`src/rtl/dram_seq_pkg.sv`:
```
package dram_seq_pkg;
  typedef enum logic [2:0] {
    S_IDLE,
    S_WAIT,
    S_ACT,
    S_END,
    S_REFR
  } seq_state_e;
endpackage

```
`src/rtl/refresh_timer.sv`:
```
module refresh_timer #(
  parameter int PERIOD = 1560
) (
  input  logic clk,
  input  logic rst_n,
  input  logic take_i,
  output logic pend_o
);
  localparam int TW = $clog2(PERIOD);
  localparam logic [TW-1:0] LAST = TW'(PERIOD - 1);

  logic [TW-1:0] tcnt;

  always_ff @(posedge clk or negedge rst_n) begin
    if (!rst_n) begin
      tcnt   <= '0;
      pend_o <= 1'b0;
    end else begin
      tcnt <= (tcnt == LAST) ? '0 : tcnt + 1'b1;
      if (tcnt == LAST) pend_o <= 1'b1;
      else if (take_i)  pend_o <= 1'b0;
    end
  end
endmodule

```
`src/rtl/precharge_guard.sv`:
```
module precharge_guard #(
  parameter int PRE_TICKS = 8
) (
  input  logic clk,
  input  logic rst_n,
  input  logic ras_n_i,
  output logic ok_o
);
  localparam int PW = $clog2(PRE_TICKS + 1);
  localparam logic [PW-1:0] SAT = PW'(PRE_TICKS);
  // A cycle may start at an edge that sees this many high ticks: its row
  // strobe falls two ticks later, the release itself costs one more.
  localparam logic [PW-1:0] START_OK = PW'(PRE_TICKS - 3);

  logic [PW-1:0] hi_cnt;

  always_ff @(posedge clk or negedge rst_n) begin
    if (!rst_n)            hi_cnt <= SAT;
    else if (!ras_n_i)     hi_cnt <= '0;
    else if (hi_cnt != SAT) hi_cnt <= hi_cnt + 1'b1;
  end

  assign ok_o = (hi_cnt >= START_OK);
endmodule

```
`src/rtl/drive_hold.sv`:
```
module drive_hold #(
  parameter int HOLD_TICKS = 15
) (
  input  logic clk,
  input  logic rst_n,
  input  logic load_i,
  input  logic clear_i,
  output logic busy_o
);
  localparam int HW = $clog2(HOLD_TICKS + 1);
  localparam logic [HW-1:0] LOADV = HW'(HOLD_TICKS);

  logic [HW-1:0] left;

  always_ff @(posedge clk or negedge rst_n) begin
    if (!rst_n)           left <= '0;
    else if (clear_i)     left <= '0;
    else if (load_i)      left <= LOADV;
    else if (left != '0)  left <= left - 1'b1;
  end

  assign busy_o = (left != '0);
endmodule

```
`src/rtl/dram_strobe_seq.sv`:
```
module dram_strobe_seq
  import dram_seq_pkg::*;
#(
  parameter int RAS_AT         = 2,
  parameter int CAS_GAP        = 5,
  parameter int OVR_TICKS      = 9,
  parameter int HOLD_TICKS     = 15,
  parameter int REFRESH_PERIOD = 1560,
  parameter int PRECHARGE      = 8,
  parameter int REF_LEN        = 8
) (
  input  logic clk,
  input  logic rst_n,
  input  logic bus_as_n,
  input  logic bus_rw,
  input  logic bus_uds_n,
  input  logic bus_lds_n,
  input  logic bus_sel,
  output logic bus_ovr_n,
  output logic bus_dtack_n,
  output logic mem_ras_n,
  output logic mem_cas_hi_n,
  output logic mem_cas_lo_n,
  output logic mem_addr_col,
  output logic mem_we_n,
  output logic bus_data_oe
);
  localparam int CAS_AT     = RAS_AT + CAS_GAP;
  localparam int MUX_AT     = RAS_AT + 1;
  localparam int DTACK_AT   = OVR_TICKS + 1;
  localparam int OE_AT      = OVR_TICKS + 2;
  localparam int REF_CAS_AT = 1;
  localparam int REF_RAS_AT = 3;
  localparam int CMAX       = (OE_AT > REF_LEN) ? OE_AT : REF_LEN;
  localparam int CW         = $clog2(CMAX + 1);
  localparam int KW         = $clog2(PRECHARGE + 1);

  localparam logic [CW-1:0] RAS_C  = CW'(RAS_AT);
  localparam logic [CW-1:0] CAS_C  = CW'(CAS_AT);
  localparam logic [CW-1:0] MUX_C  = CW'(MUX_AT);
  localparam logic [CW-1:0] OVR_C  = CW'(OVR_TICKS);
  localparam logic [CW-1:0] DT_C   = CW'(DTACK_AT);
  localparam logic [CW-1:0] OE_C   = CW'(OE_AT);
  localparam logic [CW-1:0] RCAS_C = CW'(REF_CAS_AT);
  localparam logic [CW-1:0] RRAS_C = CW'(REF_RAS_AT);
  localparam logic [CW-1:0] RLST_C = CW'(REF_LEN - 1);
  localparam logic [CW-1:0] CMAX_C = CW'(CMAX);

  seq_state_e    st;
  logic [CW-1:0] cnt;
  logic          rd_q, up_q, lo_q;
  logic          go_bus, prech_ok, ref_pend, ref_take;
  logic          hold_busy, hold_load, hold_clear;
  logic          in_cyc;

  assign go_bus = !bus_as_n && bus_sel;
  assign in_cyc = (st == S_ACT) || (st == S_END);

  assign ref_take   = (st == S_IDLE) && !go_bus && ref_pend && bus_as_n && prech_ok;
  assign hold_load  = (st == S_ACT) && bus_as_n && rd_q && (cnt >= OE_C);
  assign hold_clear = (st == S_IDLE) && go_bus;

  refresh_timer #(.PERIOD(REFRESH_PERIOD)) u_ref (
    .clk(clk), .rst_n(rst_n), .take_i(ref_take), .pend_o(ref_pend)
  );

  precharge_guard #(.PRE_TICKS(PRECHARGE)) u_pre (
    .clk(clk), .rst_n(rst_n), .ras_n_i(mem_ras_n), .ok_o(prech_ok)
  );

  drive_hold #(.HOLD_TICKS(HOLD_TICKS)) u_hold (
    .clk(clk), .rst_n(rst_n), .load_i(hold_load), .clear_i(hold_clear),
    .busy_o(hold_busy)
  );

  always_ff @(posedge clk or negedge rst_n) begin
    if (!rst_n) begin
      st   <= S_IDLE;
      cnt  <= '0;
      rd_q <= 1'b1;
      up_q <= 1'b0;
      lo_q <= 1'b0;
    end else begin
      case (st)
        S_IDLE: begin
          if (go_bus) begin
            st   <= prech_ok ? S_ACT : S_WAIT;
            cnt  <= '0;
            rd_q <= bus_rw;
            up_q <= !bus_uds_n;
            lo_q <= !bus_lds_n;
          end else if (ref_take) begin
            st  <= S_REFR;
            cnt <= '0;
          end
        end
        S_WAIT: begin
          if (bus_as_n) st <= S_IDLE;
          else if (prech_ok) begin
            st   <= S_ACT;
            cnt  <= '0;
            rd_q <= bus_rw;
            up_q <= !bus_uds_n;
            lo_q <= !bus_lds_n;
          end
        end
        S_ACT: begin
          if (bus_as_n)           st  <= S_END;
          else if (cnt != CMAX_C) cnt <= cnt + 1'b1;
        end
        S_END: st <= S_IDLE;
        S_REFR: begin
          if (cnt == RLST_C) st  <= S_IDLE;
          else               cnt <= cnt + 1'b1;
        end
        default: st <= S_IDLE;
      endcase
    end
  end

  logic ref_cas, ref_ras;
  assign ref_cas = (st == S_REFR) && (cnt >= RCAS_C);
  assign ref_ras = (st == S_REFR) && (cnt >= RRAS_C);

  assign mem_ras_n    = !((in_cyc && cnt >= RAS_C) || ref_ras);
  assign mem_cas_hi_n = !((in_cyc && cnt >= CAS_C && up_q) || ref_cas);
  assign mem_cas_lo_n = !((in_cyc && cnt >= CAS_C && lo_q) || ref_cas);
  assign mem_addr_col = in_cyc && (cnt >= MUX_C);
  assign mem_we_n     = !(in_cyc && !rd_q && cnt >= RAS_C);
  assign bus_ovr_n    = !((go_bus && (st == S_IDLE || st == S_REFR)) ||
                          (st == S_WAIT) ||
                          (st == S_ACT && cnt < OVR_C));
  assign bus_dtack_n  = !((st == S_ACT) && (cnt >= DT_C));
  assign bus_data_oe  = ((st == S_ACT) && rd_q && (cnt >= OE_C)) || hold_busy;

  // Row-high tick counter kept only for the precharge property.
  logic [KW-1:0] chk_hi;
  always_ff @(posedge clk or negedge rst_n) begin
    if (!rst_n)                          chk_hi <= KW'(PRECHARGE);
    else if (!mem_ras_n)                 chk_hi <= '0;
    else if (chk_hi != KW'(PRECHARGE))   chk_hi <= chk_hi + 1'b1;
  end

  assert_cas_after_ras_R2: assert property (@(posedge clk) disable iff (!rst_n)
    ($fell(mem_ras_n) && st == S_ACT) |-> (mem_cas_hi_n && mem_cas_lo_n));

  assert_ack_excludes_ovr_R5: assert property (@(posedge clk) disable iff (!rst_n)
    !bus_dtack_n |-> bus_ovr_n);

  assert_ras_release_R6: assert property (@(posedge clk) disable iff (!rst_n)
    $rose(bus_dtack_n) |=> $rose(mem_ras_n));

  assert_write_no_drive_R9: assert property (@(posedge clk) disable iff (!rst_n)
    !mem_we_n |-> !bus_data_oe);

  assert_precharge_R10: assert property (@(posedge clk) disable iff (!rst_n)
    $fell(mem_ras_n) |-> (chk_hi >= KW'(PRECHARGE)));

  assert_cbr_order_R11: assert property (@(posedge clk) disable iff (!rst_n)
    ($fell(mem_ras_n) && st == S_REFR) |-> (!mem_cas_hi_n && !mem_cas_lo_n));
endmodule

```
`config.mk`:
```
export PLATFORM = sky130hd
export DESIGN_NAME = dram_strobe_seq
export DESIGN_NICKNAME = d
export VERILOG_FILES = /design/src/rtl/dram_seq_pkg.sv /design/src/rtl/refresh_timer.sv /design/src/rtl/precharge_guard.sv /design/src/rtl/drive_hold.sv /design/src/rtl/dram_strobe_seq.sv
export SDC_FILE = /design/constraint.sdc
export NUM_CORES = 1
export LEC_CHECK = 0
export CELL_PAD_IN_SITES_DETAIL_PLACEMENT = 0
export CELL_PAD_IN_SITES_GLOBAL_PLACEMENT = 1
export CORE_ASPECT_RATIO = 1.5
export CORE_UTILIZATION = 30
export DETAILED_ROUTE_END_ITERATION = 7
export PLACE_DENSITY_LB_ADDON = 0.3
export SYNTH_ARGS = -nofsm -noshare
export SYNTH_HDL_FRONTEND = slang
export SYNTH_HIERARCHICAL = 1
export SYNTH_SLANG_ARGS = --single-unit
```
`constraint.sdc`:
```
create_clock -name clk -period 4.9 [get_ports clk]
set_input_delay 0.49 -clock clk [delete_from_list [all_inputs] [get_ports clk]]
set_output_delay 0.49 -clock clk [all_outputs]
set_load 0.02 [all_outputs]
```
# Word-level counts from Yosys, hierarchy flattened

Index checks and enable logic that the tools add are counted.

Register bits: 30
Input bits: 7
Logic and storage cells: 127

Add/subtract/negate cells: 4
$lt $le $gt $ge: 8
Equal/unequal tests: 18
Multiplexer cells: 36
Reductions and logical operators: 52

Operators with widths:

| kind                                                                   | number |
|---|---|
| 4-bit 2-to-1 mux                                                       | 12 |
| 1-bit logical AND                                                      | 23 |
| 3-bit 2-to-1 mux                                                       | 6 |
| 4-bit one-hot mux with 4 select lines                                  | 1 |
| 2-bit != test (second input constant)                                  | 7 |
| 3-bit one-hot mux with 4 select lines                                  | 1 |
| 11-bit by 1-bit adder with 11-bit output (second input constant)       | 1 |
| 11-bit == test (second input constant)                                 | 1 |
| 1-bit zero test                                                        | 11 |
| 1-bit 2-to-1 mux                                                       | 11 |
| 11-bit 2-to-1 mux                                                      | 1 |
| 4-bit by 1-bit adder with 4-bit output (second input constant)         | 2 |
| 4-bit by 2-bit >= comparator with 1-bit output (second input constant) | 2 |
| 4-bit by 3-bit >= comparator with 1-bit output (second input constant) | 2 |
| 4-bit >= comparator (second input constant)                            | 2 |
| 1-bit logical OR                                                       | 8 |
| 4-bit != test (second input constant)                                  | 2 |
| 4-bit AND reduction                                                    | 2 |
| 4-bit nonzero test                                                     | 2 |
| 7-bit AND reduction                                                    | 1 |
| 3-bit by 2-bit == test with 1-bit output (second input constant)       | 2 |
| 3-bit != test (second input constant)                                  | 2 |
| 1-bit one-hot mux with 2 select lines                                  | 3 |
| 2-bit nonzero test                                                     | 3 |
| other kinds (10)                                                       | 10 |

# Depth between registers and ports, before layout

Gate-level depths: netlist (run 1).

Depth after elaboration: 10
Mapped depth: 8
Depth with buffers taken out: 8

# Hierarchy

Netlist (run 1), hierarchy kept.

By module, submodules not included:

| module          | times used | cells each | area each (sq um) | sequential area each (sq um) |
|---|---|---|---|---|
| dram_strobe_seq | 1          | 99         | 855.8             | 251.5 |
| refresh_timer   | 1          | 53         | 541.8             | 300.3 |
| precharge_guard | 1          | 25         | 267.8             | 101.3 |
| drive_hold      | 1          | 22         | 219.0             | 100.1 |

# Worst setup path after synthesis (run 1)

OpenSTA, ideal clock, no wires.

Path type: flip-flop to output port
Start: register u_hold.left[0]
End: output bus_data_oe
Data arrival time: 1420 ps
Path slack: 2990 ps
Stages on the path, launching flop included: 6
Path buffers: 1
Path through: dfrtp_1 > inv_1 > ha_1 > or3b_1 > clkbuf_2 > or2_2

Cells in the longest elaborated chain, start to end: 2

Ends and longest elaborated chain:

| item                     | line                   | text |
|---|---|---|
| start: declaration       | drive_hold.sv:13       | `logic [HW-1:0] left;` |
| start signal: assignment | drive_hold.sv:19       | `else if (left != '0) left <= left - 1'b1;` |
| 4-bit nonzero test       | drive_hold.sv:22       | `assign busy_o = (left != '0);` |
| named net hold_busy      | dram_strobe_seq.sv:53  | `logic hold_busy, hold_load, hold_clear;` |
| 1-bit logical OR         | dram_strobe_seq.sv:134 | `assign bus_data_oe = ((st == S_ACT) && rd_q && (cnt >= OE_C)) \|\| hold_busy;` |
| end: declaration         | dram_strobe_seq.sv:26  | `output logic bus_data_oe` |

The timed path passes the listed nets, and every way through them passes these cells.

# Worst setup path in the final report (run 1)

Start: register st[2]
End: output bus_data_oe

Cells in the longest elaborated chain, start to end: 4

Ends and longest elaborated chain:

| item                                     | line                   | text |
|---|---|---|
| start: declaration                       | dram_strobe_seq.sv:49  | `seq_state_e st;` |
| start signal: assignment                 | dram_strobe_seq.sv:87  | `st <= prech_ok ? S_ACT : S_WAIT;` |
| 3-bit by 2-bit == test with 1-bit output | dram_strobe_seq.sv:134 |  |
| 1-bit logical AND (2 in series)          | dram_strobe_seq.sv:134 |  |
| 1-bit logical OR                         | dram_strobe_seq.sv:134 |  |

Every way passes these cells.

==> impl_metrics.tcl, run 1 <==
set metrics [dict create \
    wl_per_cell_um 13.35 \
    power.internal_uw 769.5 \
    grt_first_pass_wirelength_um 6789 \
    drt-initial-drc-count 85 \
    slew-limit-headroom_pct 67.97 \
    crit_required_ns 4.41 \
    final_cell_mix "dfrtp_1 (28), nor2_1 (19), clkdlybuf4s50_1 (14), inv_1 (13), nand2_1 (13)" \
    ys_ff_latch 30 \
    drv_cap 0 \
    dieHeight_um 99.07 \
    die_area_um2 6609 \
    post_cts_buffers 0 \
    cp_max_fo 15 \
    hold_viol_final 0 \
    rsz0062_at_grt "false" \
    synth-xor-area-share_pct 5.578 \
    synthArstFlopShare_pct 100.0 \
    synthAdderAreaFrac_pct 7.304 \
    switchingPower_uw 406.5 \
    p_clk_share_pct 26.6 \
    synth_edf_count 0 \
    post-route-drc-count 0 \
    grt_max_degree 31 \
    rows 35 \
    grt_pass1_vias 1466 \
    netlist_area_um2 1884 \
    synth-compound-area-share_pct 11.16 \
    synthFlopType "dfrtp_1" \
    antenna_cells 0 \
    numCtsBuffers 5 \
    cts_max_path_buffers 2 \
    seqPwrFrac_pct 34.5 \
    antenna_found_initial 0 \
    synth_top_family_by_area "simple AND/OR/NAND/NOR gates" \
    cts_resized 0 \
    worstMarginPinSlew_ns 0.4804 \
    holdWs_ns 0.4617 \
    finish.utilization_pct 36.65 \
    syn-num-nets 217 \
    synth_top_area_share_pct 37.18 \
    hold_buffers 0 \
    dr_wl_met2_um 1981 \
    worst-r2r-setup-slack_ns 2.78 \
    slew_viol_final 0 \
    vias_per_cell 4.931 \
    seq_area_frac_synth_pct 39.97 \
    wl_met1_um 1678 \
    start_kind "register" \
    combPwrFrac_pct 38.8 \
    yosysWarnings 6 \
    layout.nets 234 \
    vdd_drop_max_mv 0.1859 \
    clkSinkCount 30 \
    overflow 0 \
    wl_um 3886 \
    fin_skew_ns 0.008827 \
    cp-end-kind "output port" \
    period_share_pct 61.98 \
    synth.area.mux_share_pct 3.586 \
    clockRootBuffer "clkbuf_8" \
    drive_gt1_share_pct 11.52 \
    synth_area_leaders "dfrtp_1 (37%), ha_1 (7.3%), nor2_1 (3.8%)" \
    dr.max_layer_used "met4" \
    floorplan.initialDensity_pct 30.96 \
    port_buffers 14 \
    leakage_nw 0.9652 \
    synth-simple-area-share_pct 27.89 \
    tritoncts "yes" \
    outcome "completed" \
    wl_met3_um 154 \
    finalSetupViolCount 0 \
    htreeDepth 2 \
    synth.avg_cell_area_um2 9.469 \
    final_common_cell "dfrtp_1" \
    syn2layout_area_growth_pct 18.39 \
    drtPass1Iterations 4 \
    dp_hpwl_um 2907 \
    place_congestion 0.8140 \
    clock.fmax_ghz 0.3293 \
    ios 15 \
    min_period_ns 3.037 \
    p_per_area_nw_per_um2 527.1 \
    fin_setup_tns_ns 0 \
    num_vias 1435 \
    grt.total_usage_pct 13.54 \
    path_class "reg -> out" \
    core_area_um2 6087 \
    holdCritPathClass "reg -> reg" \
    total_power_mw 1.176 \
    postSynthCellCount 199 \
    arrival_ns 2.55 \
    synthDistinctLibCells 53 \
    synth.largest_area_cell "dfrtp_1" \
    die_w_um 66.71 \
    clkTransAtPathRegs_ns 0.07 \
    ant_nets 0 \
    swShare_pct 34.57 \
    insertion_delay_ns 0.28 \
]
[worst paths after layout]
path                                    start              end  depth (start not counted)
min in group asynchronous               rst_n  u_pre/hi_cnt[1]                          2
worst min register to register  u_ref/tcnt[0]    u_ref/tcnt[0]                          1
worst max register to register          st[2]   u_hold/left[1]                          6
worst min-delay path            u_ref/tcnt[0]    u_ref/tcnt[0]                          1
max in group asynchronous               rst_n             rd_q                          2
worst max-delay path                    st[2]      bus_data_oe                          5
[final cells by class]
cell class / instances / area (µm²)
Clock buffer: 6 / 82.58
Clock inverter: 2 / 60.06
Fill cell: 619 / 3856
Inverter: 13 / 48.80
Multi-Input combinational cell: 151 / 1046
Sequential cell: 30 / 753.2
Tap cell: 74 / 92.59
Timing Repair Buffer: 15 / 147.6
[power by group through the flow]
stage | logic, mW | clock network, mW | registers [mW]
2_1_floorplan | 0.399 | 0 | 0.373
6_report | 0.457 | 0.313 | 0.406
4_1_cts | 0.463 | 0.323 | 0.407
5_1_grt | 0.513 | 0.330 | 0.422
3_3_place_gp | 0.460 | 0 | 0.411
3_5_place_dp | 0.459 | 0 | 0.412
[kinds of logic after synthesis]
logic type | Yosys count
simple gates | 88
buf+inv | 18
flops | 30
mux | 6
fa+ha+maj | 11
xor+xnor | 12
compound gates | 34
[critical path, stage by stage, from the launching register on]
cell             delay [ns]
dfrtp_1                0.55
nand2b_1               0.31
or2_2                  0.33
nor3_1                 0.30
or2_2                  0.17
clkdlybuf4s50_1        0.59
[metrics by stage]
step | worst slack (ns) | std cells | instance area (µm²)
final | 1.863 | 291 | 2231
after global routing | 1.703 | 291 | 2231
after CTS | 1.819 | 291 | 2231
after detailed placement | 2.142 | 283 | 2088
after global placement | 2.171 | 283 | 2088
after floorplan | 2.990 | 199 | 1884
[cell usage after synthesis (2+ instances only)]
master and instances:
a21oi_1 9, a31oi_1 2, and2_1 3, and3_1 2, buf_6 2, dfrtp_1 28
dfstp_2 2, ha_1 11, inv_1 13, mux2i_1 3, nand2_1 13, nand2b_1 5
nand3_1 8, nand3b_1 2, nand4_1 3, nor2_1 19, nor2b_1 2, nor3_1 11
nor3b_1 2, nor4_1 2, nor4bb_1 2, o21ai_0 10, o22ai_1 4, or2_2 2
xnor2_1 6, xor2_1 6
[registers in the layout, summed over array words and instances, names as in the netlist, 3 cells and up]
register      count
u_ref/tcnt       11
cnt               4
u_hold/left       4
u_pre/hi_cnt      4
st                3
[metal layers]
layer | GRT usage, % | vias to the layer above
li1 | - | 728
met1 | 16.17 | 688
met2 | 22.38 | 14
met3 | 3.819 | 5
met4 | 5.401 | 0
met5 | 0 | -
(Power assumes the default switching activity.)
==> run 2: changes to the inputs <==
==> constraint.sdc (replaced) <==
create_clock -name clk -period 2.65 [get_ports clk]
set_input_delay 0.265 -clock clk [delete_from_list [all_inputs] [get_ports clk]]
set_output_delay 0.265 -clock clk [all_outputs]
set_load 0.02 [all_outputs]
==> run 2 against run 1 <==
Compared with the run above:
- global-route usage grew 0.66 points
- highest routed layer unchanged
- cell count grew 1.7%
- first-iteration DRC count rose by 7.1%
- flip-flop and latch count did not move
- via count up 3.7%
- wire length rose by 5.7%
- design area is 0.56% lower
- sequential power rose by 71%
- hold slack worse by 0.086 ns
- critical path type unchanged
- worst setup slack lost 1.7 ns
- critical path depth unchanged
- power grew 72%
==> impl_metrics.tcl, run 2 (synthesis gave the netlist of run 1 again) <==
set metrics [dict create \
    holdCritPathClass "in -> async" \
    path_cells "inv_1 -> ha_1 -> or3b_1 -> or2_2 -> clkdlybuf4s50_1" \
    antenna_found_initial 0 \
    slowest_delay_ns 0.54 \
    hold_buffers 0 \
    largest_register_ffs 11 \
    ant_nets 0 \
    largest_register "u_ref/tcnt" \
    vias_per_cell 5.027 \
    worst_path_max_delay_cell "clkdlybuf4s50_1" \
    reg2reg_from "u_pre/hi_cnt[0]" \
    htreeDepth 2 \
    grt.total_usage_pct 14.20 \
    min_period_ns 2.517 \
    insertion_delay_ns 0.28 \
    clock.fmax_ghz 0.3973 \
    dieHeight_um 99.07 \
    period_share_pct 94.99 \
    fin_skew_ns 0.006478 \
    clkSinkCount 30 \
    grt_max_degree 31 \
    place_congestion 0.7766 \
    drt-initial-drc-count 91 \
    cp-end-kind "output port" \
    fill_cells 635 \
    slew_viol_final 0 \
    grt_first_pass_wirelength_um 7044 \
    rsz0062_at_grt "false" \
    core_area_um2 6087 \
    antenna_cells 0 \
    floorplan.initialDensity_pct 30.96 \
    numCtsBuffers 5 \
    crit_path_start "u_hold/left[0]" \
    crit_required_ns 2.38 \
    finalSetupViolCount 0 \
    wl_um 4107 \
    p_per_area_nw_per_um2 912.5 \
    dp_hpwl_um 3109 \
    layout.nets 239 \
    vdd_drop_max_mv 0.4099 \
    clkTransAtPathRegs_ns 0.07 \
    cp_max_fo 5 \
    post-route-drc-count 0 \
    hold_viol_final 0 \
    die_w_um 66.71 \
    outcome "completed" \
    leakage_nw 0.9683 \
    syn2layout_area_growth_pct 17.73 \
    overflow 0 \
    fin_setup_tns_ns 0 \
    arrival_ns 2.25 \
    rows 35 \
    port_buffers 14 \
    drv_cap 0 \
    total_power_mw 2.024 \
    holdWs_ns 0.3754 \
    start_kind "register" \
    num_vias 1488 \
    ios 15 \
    final_cell_mix "dfrtp_1 (28), nor2_1 (19), clkdlybuf4s50_1 (14), inv_1 (13), nand2_1 (13)" \
    final_common_cell "dfrtp_1" \
    grt_pass1_vias 1559 \
    clockRootBuffer "clkbuf_8" \
    worstMarginPinSlew_ns 0.3976 \
    path_class "reg -> out" \
    die_area_um2 6609 \
    drive_gt1_share_pct 13.51 \
    drtPass1Iterations 4 \
    slew-limit-headroom_pct 73.49 \
    tritoncts "yes" \
    wl_per_cell_um 13.88 \
    cts_max_path_buffers 2 \
]
run 2: cell count changes in the layout (fill, tap and decap cells not counted):
cell	before	now
buf_4	1	6
bufinv_16	2	0
clkbuf_1	0	1
clkinv_2	0	1
o22a_1	1	0
o22a_2	0	1
run 2: cell type report:
class / instances / area [µm²] / area share (%)
clock inverters: 1 / 5.005 / 0.2256
clock buffers: 7 / 86.33 / 3.892
flip-flops and latches: 30 / 753.2 / 33.95
repair buffers: 20 / 185.2 / 8.347
inverters: 13 / 48.80 / 2.200
well taps: 74 / 92.59 / 4.174
multi-input cells: 151 / 1047 / 47.21
run 2: path summary, 6_finish.rpt:
kind,cells past startpoint,slack [ns],to
worst max-delay path,5,0.13,bus_data_oe
worst min-delay path,2,0.38,u_pre/hi_cnt[0]
worst max register to register,8,0.59,cnt[0]
worst min register to register,1,0.47,u_ref/tcnt[0]
max in group asynchronous,2,1.94,rd_q
min in group clk,1,0.47,u_ref/tcnt[0]
run 2: where the power goes:
part           total (mW)  internal, mW  switching [mW]  leakage, nW
Sequential          0.696         0.591           0.105        0.377
Clock               0.381         0.209           0.172       0.0482
Combinational       0.948         0.457           0.491        0.543
run 2: layer usage:
| layer | vias to the layer above | share of wire [%] | GRT usage, % |
|---|---|---|---|
| met1 | 703 | 39 | 15.23 |
| met2 | 30 | 53 | 24.79 |
| met3 | 14 | 4.0 | 2.894 |
| met4 | 0 | 3.7 | 8.347 |
| met5 | - | 0 | 0 |
| li1 | 741 | - | - |
run 2: critical path, delay by kind of cell, from the launching register on:
kind | cells | cell delay, ns
buf+inv | 2 | 0.63
fa+ha+maj | 1 | 0.16
simple gates | 2 | 0.78
flops | 1 | 0.41
run 2: repair_timing:
action,4_1_cts,5_1_grt
setup buffers,0,0
gates resized for setup,0,1
hold endpoints to repair,0,0
endpoints found under the setup margin,0,1
run 2: stage by stage:
stage | std cells | utilization [%] | setup WS [ns] | area [µm²]
final | 296 | 36.44 | 0.1329 | 2218
after global routing | 296 | 36.44 | 0.03947 | 2218
after CTS | 296 | 36.42 | 0.06357 | 2217
after detailed placement | 288 | 34.92 | 0.3855 | 2126
after global placement | 288 | 34.92 | 0.4251 | 2126
after floorplan | 199 | - | 0.7984 | 1884
